<file path="config.mk">
export PLATFORM = sky130hd
export DESIGN_NAME = decade_counter
export DESIGN_NICKNAME = d
export VERILOG_FILES = /design/src/rtl/decctr_pkg.sv /design/src/rtl/decctr_ctrl.sv /design/src/rtl/decctr_step.sv /design/src/rtl/decctr_carry.sv /design/src/rtl/decade_counter.sv
export SDC_FILE = /design/constraint.sdc
export NUM_CORES = 1
export LEC_CHECK = 0
export BUFFER_PORTS_ARGS = -buffer_cell sky130_fd_sc_hd__buf_2
export CORE_AREA = 2 2 39 41
export CTS_CLUSTER_DIAMETER = 40
export DETAILED_ROUTE_END_ITERATION = 10
export DIE_AREA = 0 0 41 43
export HOLD_SLACK_MARGIN = 0.05
export SLEW_MARGIN = 20
export SYNTH_ARGS = -nofsm -noshare
export SYNTH_HDL_FRONTEND = slang
export SYNTH_SLANG_ARGS = --single-unit
</file>
<file path="constraint.sdc">
create_clock -name clk -period 2.9 [get_ports clk]
set_clock_uncertainty 0.05 [all_clocks]
set_input_delay 0.58 -clock clk [delete_from_list [all_inputs] [get_ports clk]]
set_output_delay 0.58 -clock clk [all_outputs]
set_load 0.05 [all_outputs]
</file>
<file path="src/rtl/decctr_pkg.sv">
package decctr_pkg;

    localparam int DIGIT_W = 4;
    localparam logic [DIGIT_W-1:0] TOP_CODE = DIGIT_W'(9);

    typedef logic [DIGIT_W-1:0] digit_t;

    typedef enum logic [1:0] {
        OP_HOLD  = 2'd0,
        OP_COUNT = 2'd1,
        OP_LOAD  = 2'd2,
        OP_CLEAR = 2'd3
    } op_e;

    typedef struct packed {
        digit_t val;
    } cnt_s;

endpackage

</file>
<file path="src/rtl/decctr_ctrl.sv">
module decctr_ctrl
    import decctr_pkg::*;
(
    input  logic clr_i,
    input  logic load_n_i,
    input  logic run_p_i,
    input  logic run_t_i,
    output op_e  op_o
);

    // Fixed priority: clear, preset, count, hold
    always_comb begin
        if (clr_i) begin
            op_o = OP_CLEAR;
        end else if (!load_n_i) begin
            op_o = OP_LOAD;
        end else if (run_p_i && run_t_i) begin
            op_o = OP_COUNT;
        end else begin
            op_o = OP_HOLD;
        end
    end

endmodule

</file>
<file path="src/rtl/decctr_step.sv">
module decctr_step
    import decctr_pkg::*;
(
    input  digit_t cur_i,
    output digit_t nxt_o
);

    digit_t tog;

    // Toggle-enable successor; also defines the escape from codes 10..15
    always_comb begin
        tog[0] = 1'b1;
        tog[1] = cur_i[0] & ~cur_i[3];
        tog[2] = cur_i[0] & cur_i[1];
        tog[3] = (cur_i[0] & cur_i[1] & cur_i[2]) | (cur_i[0] & cur_i[3]);
        nxt_o  = cur_i ^ tog;
    end

endmodule

</file>
<file path="src/rtl/decctr_carry.sv">
module decctr_carry
    import decctr_pkg::*;
(
    input  digit_t cur_i,
    input  logic   en_t_i,
    output logic   carry_o
);

    // Two-bit decode of the top code, gated by the trickle enable
    assign carry_o = en_t_i & cur_i[0] & cur_i[DIGIT_W-1];

endmodule

</file>
<file path="src/rtl/decade_counter.sv">
module decade_counter
    import decctr_pkg::*;
#(
    parameter bit ASYNC_RST = 1'b1
) (
    input  logic               clk,
    input  logic               rst_n,
    input  logic               load_n,
    input  logic               en_par,
    input  logic               en_trk,
    input  logic [DIGIT_W-1:0] din,
    output logic [DIGIT_W-1:0] q,
    output logic               carry
);

    cnt_s   cnt_d;
    cnt_s   cnt_q;
    digit_t step_val;
    op_e    op;
    logic   clr_sync;

    // In synchronous mode the clear travels through the next-state path
    assign clr_sync = (ASYNC_RST == 1'b0) && !rst_n;

    decctr_ctrl u_ctrl (
        .clr_i    (clr_sync),
        .load_n_i (load_n),
        .run_p_i  (en_par),
        .run_t_i  (en_trk),
        .op_o     (op)
    );

    decctr_step u_step (
        .cur_i (cnt_q.val),
        .nxt_o (step_val)
    );

    decctr_carry u_carry (
        .cur_i   (cnt_q.val),
        .en_t_i  (en_trk),
        .carry_o (carry)
    );

    always_comb begin
        cnt_d = cnt_q;
        unique case (op)
            OP_CLEAR: cnt_d.val = '0;
            OP_LOAD:  cnt_d.val = din;
            OP_COUNT: cnt_d.val = step_val;
            default:  cnt_d.val = cnt_q.val;
        endcase
    end

    generate
        if (ASYNC_RST) begin : g_async
            always_ff @(posedge clk or negedge rst_n) begin
                if (!rst_n) begin
                    cnt_q <= '0;
                end else begin
                    cnt_q <= cnt_d;
                end
            end

            // while reset is held, the digit reads zero at every edge
            a_r1_async_clear: assert property (@(posedge clk)
                !rst_n |-> (q == '0));
        end else begin : g_sync
            always_ff @(posedge clk) begin
                cnt_q <= cnt_d;
            end

            // a low reset at an edge yields zero after that edge
            a_r2_sync_clear: assert property (@(posedge clk)
                !rst_n |=> (q == '0));
        end
    endgenerate

    assign q = cnt_q.val;

    // preset captures din
    a_r3_preset: assert property (@(posedge clk) disable iff (!rst_n)
        !load_n |=> (q == $past(din)));

    // legal codes below the top step up by one
    a_r4_increment: assert property (@(posedge clk) disable iff (!rst_n)
        (load_n && en_par && en_trk && (q < TOP_CODE)) |=> (q == DIGIT_W'($past(q) + 1)));

    // the top code wraps to zero
    a_r4_wrap: assert property (@(posedge clk) disable iff (!rst_n)
        (load_n && en_par && en_trk && (q == TOP_CODE)) |=> (q == '0));

    // any low enable freezes the digit
    a_r5_hold: assert property (@(posedge clk) disable iff (!rst_n)
        (load_n && !(en_par && en_trk)) |=> $stable(q));

    // carry present at the top code whenever the trickle enable is high
    a_r6_carry_top: assert property (@(posedge clk) disable iff (!rst_n)
        (en_trk && (q == TOP_CODE)) |-> carry);

    // carry absent whenever the trickle enable is low
    a_r6_carry_gate: assert property (@(posedge clk) disable iff (!rst_n)
        !en_trk |-> !carry);

    // an even illegal code steps to the next odd code
    a_r7_even_escape: assert property (@(posedge clk) disable iff (!rst_n)
        (load_n && en_par && en_trk && (q > TOP_CODE) && !q[0]) |=> (q == DIGIT_W'($past(q) + 1)));

    // an odd illegal code lands back inside 0..9
    a_r7_odd_escape: assert property (@(posedge clk) disable iff (!rst_n)
        (load_n && en_par && en_trk && (q > TOP_CODE) && q[0]) |=> (q <= TOP_CODE));

endmodule

</file>
# --- Word level (Yosys, flattened, before mapping) ---
# Index checks and enable logic that the tools add are counted.
word_totals:
  register_bits: 4
op_classes:
  mux: 3
  n_reduce_logical: 2
  n_eq_ne: 3
  bitwise_logic: 9
ops:
  columns: ["op", "count"]
  rows:
  - ["$pmux 4 s3", 1]
  - ["$and 1x1->1", 6]
  - ["$eq 2x2->1 const B", 2]
  - ["$xor 4x4->4", 1]
  - ["$reduce_bool 3->1", 1]
  - ["$eq 2x1->1 const B", 1]
  - ["$mux 2", 1]
  - ["$logic_and 1x1->1", 1]
  - ["$mux 1", 1]
  - ["$not 1->1", 1]
  - ["$or 1x1->1", 1]

# --- Depth between registers and ports, before layout ---
# Gate-level depths: netlist of the first run.
logic_depth:
  depth_word: 5
  ltp_mapped: 5
  depth_no_buf: 5

# --- Hierarchy ---
# Synthesis of the first run repeated with hierarchy kept, for this count alone.
unflattened:
  hier_cells: 33
  area_unflattened_um2: 317.8
modules_own_cells:
  columns: ["mod", "cells_per_inst", "instances", "seq_area_each_um2", "area_each_um2"]
  rows:
  - ["decade_counter", 23, 1, 100.1, 242.7]
  - ["decctr_step", 7, 1, 0.0, 53.8]
  - ["decctr_ctrl", 2, 1, 0.0, 15.0]
  - ["decctr_carry", 1, 1, 0.0, 6.3]

# --- Worst setup path before layout of the first run ---
# No wires, ideal clock.
synth_timing:
  path_type: "reg-to-output"
  startpoint: "register cnt_q (netlist bit q[0])"
  endpoint: "output carry"
  stages_incl_launch_ff: 2
  arrival_ps: 1116
  setup_slack_ps: 1154
  path_cell_list: "dfrtp_1 > and3_2"
synth_between:
  elab_chain_len: 2
synth_lines:
  columns: ["item", "line_no", "text"]
  rows:
  - ["start: declaration", "decade_counter.sv:17", "cnt_s cnt_q;"]
  - ["start signal: assignment", "decade_counter.sv:60", "cnt_q <= cnt_d;"]
  - ["$and 1x1->1 (2 in series)", "decctr_carry.sv:10", "assign carry_o = en_t_i & cur_i[0] & cur_i[DIGIT_W-1];"]
  - ["end: declaration", "decade_counter.sv:13", "output logic carry"]
# Every way passes these cells.

# --- Worst setup path in the final report of the first run ---
layout_timing:
  startpoint: "input en_trk"
  endpoint: "output carry"
layout_between:
  elab_chain_len: 2
layout_lines:
  columns: ["item", "line_no", "text"]
  rows:
  - ["start: declaration", "decade_counter.sv:10", "input logic en_trk,"]
  - ["$and 1x1->1 (2 in series)", "decctr_carry.sv:10", null]
# Every way passes these cells.

==> results by group, run 1 <==
Die
  – I/O Pins: 14
  – Core Footprint: 1380 µm²
  – Die width: 41 µm
  – Die height: 43 µm
  – Row cnt: 14
  – Die ar.: 1760 µm²
  – Initial core utilization: 16.3%

Final layout
  – Area Overhead vs Synth: 46.1%
  – Largest reg by FF count: q
  – Final antenna diode count: 0
  – Filler cells: 160
  – Regs by FF count: q: 4 flops
  – Final net count: 51
  – Share of cells above drive strength 1: 46.2%
  – Max reg flops: 4
  – Final core utilization: 23.8%

Logic synthesis
  – Syn Nets: 34
  – Syn. warnings: 0
  – Mapped Avg Cell Area: 9.38 µm²
  – Synthesized area: 225 µm²
  – Sequential area share after synthesis: 44.4%
  – Yosys cell types: 13
  – #FFs+latches synth: 4
  – Mapped Cells: 24

Timing
  – Final Cycle Share: 59.4%
  – F_max: 581 MHz
  – Final count of negative-setup-slack endpoints: 0
  – Setup TNS: 0 ps
  – Slew @ Worst Pin: 250 ps
  – Fin crit period: 1720 ps
  – Final setup margin: 1180 ps
  – Final Max Slew Viols: 0
  – Slew headroom: 83.5%
  – Fin. Hold Viols: 0
  – RSZ-0062 raised after global routing: no

Critical path
  – Critical path fanouts, max: 4
  – CP bufs+invs: 2
  – CP Class: primary input to output port
  – CP top delay family: buffers and inverters
  – Cells along the critical path: buf_2, and3_2, buf_2
  – Flop-to-flop setup slack: 1650 ps
  – Crit path max-delay cell type: buf_2
  – Critical Path Start Type: primary input
  – WP data arrival: 1090 ps
  – CP most frequent cell: buf_2
  – CP max stage delay: 250 ps
  – Worst Path Required: 2270 ps
  – CP Capture Type: output port

Place
  – GP Congestion: 0.674
  – Dpl hpwl: 408 µm
  – DP Worst Slack: 1180 ps
  – Buffers on Ports: 13

Clocking
  – CTS Buffer Depth: 2
  – Reg clk slew, reported paths: 40 ps
  – Root Driver: clkbuf_4
  – CTS tree: done
  – # H-tree levels: 1
  – Worst-skew pair later-pin latency: 240 ps
  – Resized cells post-CTS: 0
  – CTS Buf Count: 3
  – Setup Buffers After CTS: 0
  – # clock sinks: 4
  – # hold bufs at CTS: 0

Route
  – Antenna viol nets, final: 0
  – Vias per inst: 4.25
  – Drt first pass iters: 4
  – Drt total wl: 510 µm
  – Iter 0 DRT Violations: 2
  – Routed vias: 234
  – Residual DRC count: 0
  – Wire per inst: 9.27 µm

Pwr
  – Maximum VDD drop: 289 µV
  – Leak pwr: 0.161 nW
  – Power consumption: 202 µW
  – Power per cell area: 613 nW/µm²

Global routing
  – Vias in the first global route: 196
  – Total Routing Usage GR: 7.67%
  – First-pass GRT wire length: 834 µm
  – Total gr overflow: 0
  – Initial antenna violation count: 0
  – Largest net degree at the start of global routing: 9

Worst hold path
  – Hold WC Path Type: primary input to async pin

Status
  – Outcome: finished clean

Flow run
  – Max Cap Violations: 0
## through the flow
stage / hold WS (ps) / instance area (µm²) / instances
2_1_floorplan: 234 / 225 / 24
3_3_place_gp: 341 / 307 / 52
3_5_place_dp: 337 / 307 / 52
4_1_cts: 81.6 / 329 / 55
5_1_grt: 80.0 / 329 / 55
6_report: 89.6 / 329 / 55
## cells in the mapped netlist, drive strengths merged
library cell / n / area (µm²)
nor2: 5 / 18.8
dfrtp: 4 / 100
a21oi: 3 / 15.0
nand4b: 2 / 17.5
xor2: 2 / 17.5
a31oi: 1 / 6.26
and2: 1 / 7.51
and3: 1 / 7.51
clkbuf: 1 / 3.75
ha: 1 / 12.5
mux2i: 1 / 10.0
nand2: 1 / 3.75
o21ai: 1 / 5.00
## final timing paths
| kind | start | endpoint | cells after the start |
|---|---|---|---|
| hold reg to reg | q[3]$_DFFE_PN0P_ | q[3]$_DFFE_PN0P_ | 2 |
| setup reg to reg | q[0]$_DFFE_PN0P_ | q[2]$_DFFE_PN0P_ | 4 |
| min in group clk | din[0] | q[0]$_DFFE_PN0P_ | 3 |
| setup / recovery | en_trk | carry | 3 |
| max in group asynchronous | rst_n | q[0]$_DFFE_PN0P_ | 1 |
| hold / removal | rst_n | q[3]$_DFFE_PN0P_ | 1 |
## placed cells by master, fill, tap and decap left out, drive strengths merged
master,netlist,layout
and2,1,1
dfrtp,4,4
xor2,2,2
buf,0,13
nor2,5,5
o21ai,1,1
mux2i,1,1
nand2,1,1
a31oi,1,1
clkbuf,1,3
and3,1,1
a21oi,3,3
ha,1,1
nand4b,2,2
## final cells by class
type / instances / area, µm² / area share [%]
multi-input cells: 19 / 121 / 36.9
flip-flops and latches: 4 / 100 / 30.4
repair buffers: 13 / 65.1 / 19.8
clock buffers: 3 / 22.5 / 6.84
well taps: 16 / 20.0 / 6.08
## kinds of logic (layout without fill, tap and decap cells)
kind of cell	after synthesis	after routing	share of synthesized area, %
and+or+nand+nor	10	10	24.4
DFF	4	4	44.4
AOI/OAI and AO/OA	5	5	11.7
muxes	1	1	4.44
adders and majority gates	1	1	5.55
buffers and inverters	1	16	1.67
xor gates and xnor gates	2	2	7.78
## where the power goes
| part | switching, mW | leakage (nW) | total (mW) | internal (mW) |
|---|---|---|---|---|
| registers | 0.00641 | 0.0450 | 0.0692 | 0.0628 |
| logic | 0.0438 | 0.102 | 0.0645 | 0.0207 |
| clock network | 0.0218 | 0.0138 | 0.0680 | 0.0462 |
| total | 0.0720 | 0.161 | 0.202 | 0.130 |
## metal layers
layer	wire length [µm]	up-vias	GRT usage, %	part of all wire (%)
li1	-	116	-	-
met1	224	99	9.80	44
met2	201	19	8.44	39
met3	84	0	6.81	16
met4	0	0	4.00	0
met5	0	-	0	0
(Power assumes the default switching activity.)
==> run 2: changes to the inputs <==
clock period = 1.5 ns   (was 2.9 ns; I/O delays follow)
==> run 2 against run 1 <==
Net effect:
- sequential share of layout area is 0.96 points lower
- via count rose by 1.3%
- core utilization increased by 1.1 points
- design area grew 4.6%
- setup slack got worse by 1100 ps
- register-to-register slack lost 1400 ps
- global-route usage increased by 0.57 points
- critical path type is now flip-flop to output port
- largest cell class unchanged
- largest power group is now clock
==> results by group, run 2 (synthesis results as in run 1) <==
Critical path
  – CP top delay family: flip-flops
  – Cells along the critical path: and3_2, buf_2
  – CP Capture Type: output port
  – Critical Path Start Type: flip-flop
  – CP Class: flip-flop to output port
  – CP max stage delay: 430 ps
  – Crit path max-delay cell type: dfrtp_2
  – Critical path fanouts, max: 6
  – CP startpoint: q[0]$_DFFE_PN0P_
  – WP data arrival: 1080 ps
  – CP bufs+invs: 1
  – Worst Path Required: 1150 ps
  – RR Startpoint: q[0]$_DFFE_PN0P_

Place
  – Placed instance count: 52
  – Buffers on Ports: 13
  – DP Area: 308 µm²
  – DP Worst Slack: 249 ps
  – GP Congestion: 0.743

Clocking
  – CTS Buffer Depth: 2
  – CTS Buf Count: 3
  – Setup Buffers After CTS: 0
  – # hold bufs at CTS: 1
  – Root Driver: clkbuf_4
  – # H-tree levels: 1
  – CTS tree: done
  – Worst-skew pair later-pin latency: 240 ps
  – Reg clk slew, reported paths: 40 ps
  – Resized cells post-CTS: 0
  – # clock sinks: 4

Route
  – Vias per inst: 4.16
  – Drt total wl: 540 µm
  – Iter 0 DRT Violations: 3
  – Antenna viol nets, final: 0
  – Drt first pass iters: 2
  – Wire per inst: 9.47 µm
  – Routed vias: 237
  – Residual DRC count: 0

Die
  – Row cnt: 14
  – Initial core utilization: 16.3%
  – Core Footprint: 1380 µm²
  – Die ar.: 1760 µm²
  – I/O Pins: 14
  – Die height: 43 µm
  – Die width: 41 µm

Timing
  – Fin. Hold Viols: 0
  – Final count of negative-setup-slack endpoints: 0
  – Slew headroom: 83.3%
  – Fin crit period: 1430 ps
  – Final Max Slew Viols: 0
  – Slew @ Worst Pin: 252 ps
  – Final setup margin: 72.0 ps
  – RSZ-0062 raised after global routing: no
  – Setup TNS: 0 ps
  – Final Cycle Share: 95.2%
  – F_max: 700 MHz

Pwr
  – Sw Share: 36.2%
  – Net Sw Power: 150 µW
  – Leak pwr: 0.166 nW
  – Clk pwr share: 36.6%
  – Power per cell area: 1200 nW/µm²
  – Maximum VDD drop: 401 µV
  – Reg power frac: 32.7%
  – Combinational share of power: 30.6%
  – Internal power: 264 µW

Final layout
  – Final net count: 52
  – Final instance area: 344 µm²
  – Commonest non-fill, non-tap cell in the layout: buf_2
  – Share of cells above drive strength 1: 46.3%
  – Most frequent cells in the layout: 13 x buf_2, 5 x nor2_1, 3 x a21oi_1, 3 x clkbuf_4, 3 x dfrtp_1
  – Max reg flops: 4
  – Largest reg by FF count: q
  – Regs by FF count: q: 4 flops
  – Area Overhead vs Synth: 52.8%
  – Final non-filler cell total: 57
  – Final antenna diode count: 0
  – Filler cells: 152

Status
  – Outcome: finished clean

Worst hold path
  – Hold WC Path Type: primary input to flip-flop
  – Hold_sp: din[2]

Flow run
  – Max Cap Violations: 0

Global routing
  – Total Routing Usage GR: 8.24%
  – Largest net degree at the start of global routing: 9
  – Initial antenna violation count: 0
  – Total gr overflow: 0
  – First-pass GRT wire length: 869 µm
  – Vias in the first global route: 219
==> run 2: cell types whose count changed in the layout (fill, tap and decap cells not counted), sizes merged <==
| cell | previous run | this run |
|---|---|---|
| clkbuf | 3 | 4 |
| dlygate4sd3 | 0 | 1 |
==> run 2: worst register-to-register path, stage by stage (launching register included) <==
cell	delay [ps]
dfrtp_2	430
and2_2	180
ha_1	260
mux2i_1	130
a21oi_1	80
==> run 2: final timing paths <==
| path | endpoint | slack (ps) | depth (start not counted) |
|---|---|---|---|
| setup / recovery | carry | 70 | 2 |
| hold / removal | q[2]$_DFFE_PN0P_ | 250 | 3 |
| setup reg to reg | q[2]$_DFFE_PN0P_ | 240 | 4 |
| hold reg to reg | q[2]$_DFFE_PN0P_ | 560 | 2 |
| min in group asynchronous | q[2]$_DFFE_PN0P_ | 340 | 2 |
| max in group asynchronous | q[0]$_DFFE_PN0P_ | 920 | 2 |
==> run 2: area by class of cell <==
type                            instances  area, µm²  share of cell area (%)
Clock buffer                            4       26.3                    7.64
Timing Repair Buffer                   14       75.1                    21.8
Multi-Input combinational cell         19        121                    35.3
Sequential cell                         4        101                    29.5
Tap cell                               16       20.0                    5.82
==> run 2: per-layer routing <==
metal | GRT usage, % | wire (µm)
met1 | 9.68 | 244
met2 | 9.69 | 224
met3 | 9.42 | 72
met4 | 2.00 | 0
met5 | 0 | 0
==> run 2: power groups by stage <==
stage	clock (mW)	sequential, mW	combinational, mW
after floorplan	0	0.180	0.0455
after global placement	0	0.136	0.124
after detailed placement	0	0.137	0.126
after CTS	0.157	0.135	0.128
after global routing	0.173	0.137	0.137
final	0.152	0.135	0.127
==> run 2: through the flow <==
stage | utilization [%] | power [mW] | hold slack [ps]
floorplan | - | 0.225 | -45.6
global placement | 22.2 | 0.260 | 62.7
detailed placement | 22.2 | 0.263 | 66.6
CTS | 24.9 | 0.421 | 246
global route | 24.9 | 0.447 | 253
finish | 24.9 | 0.414 | 248
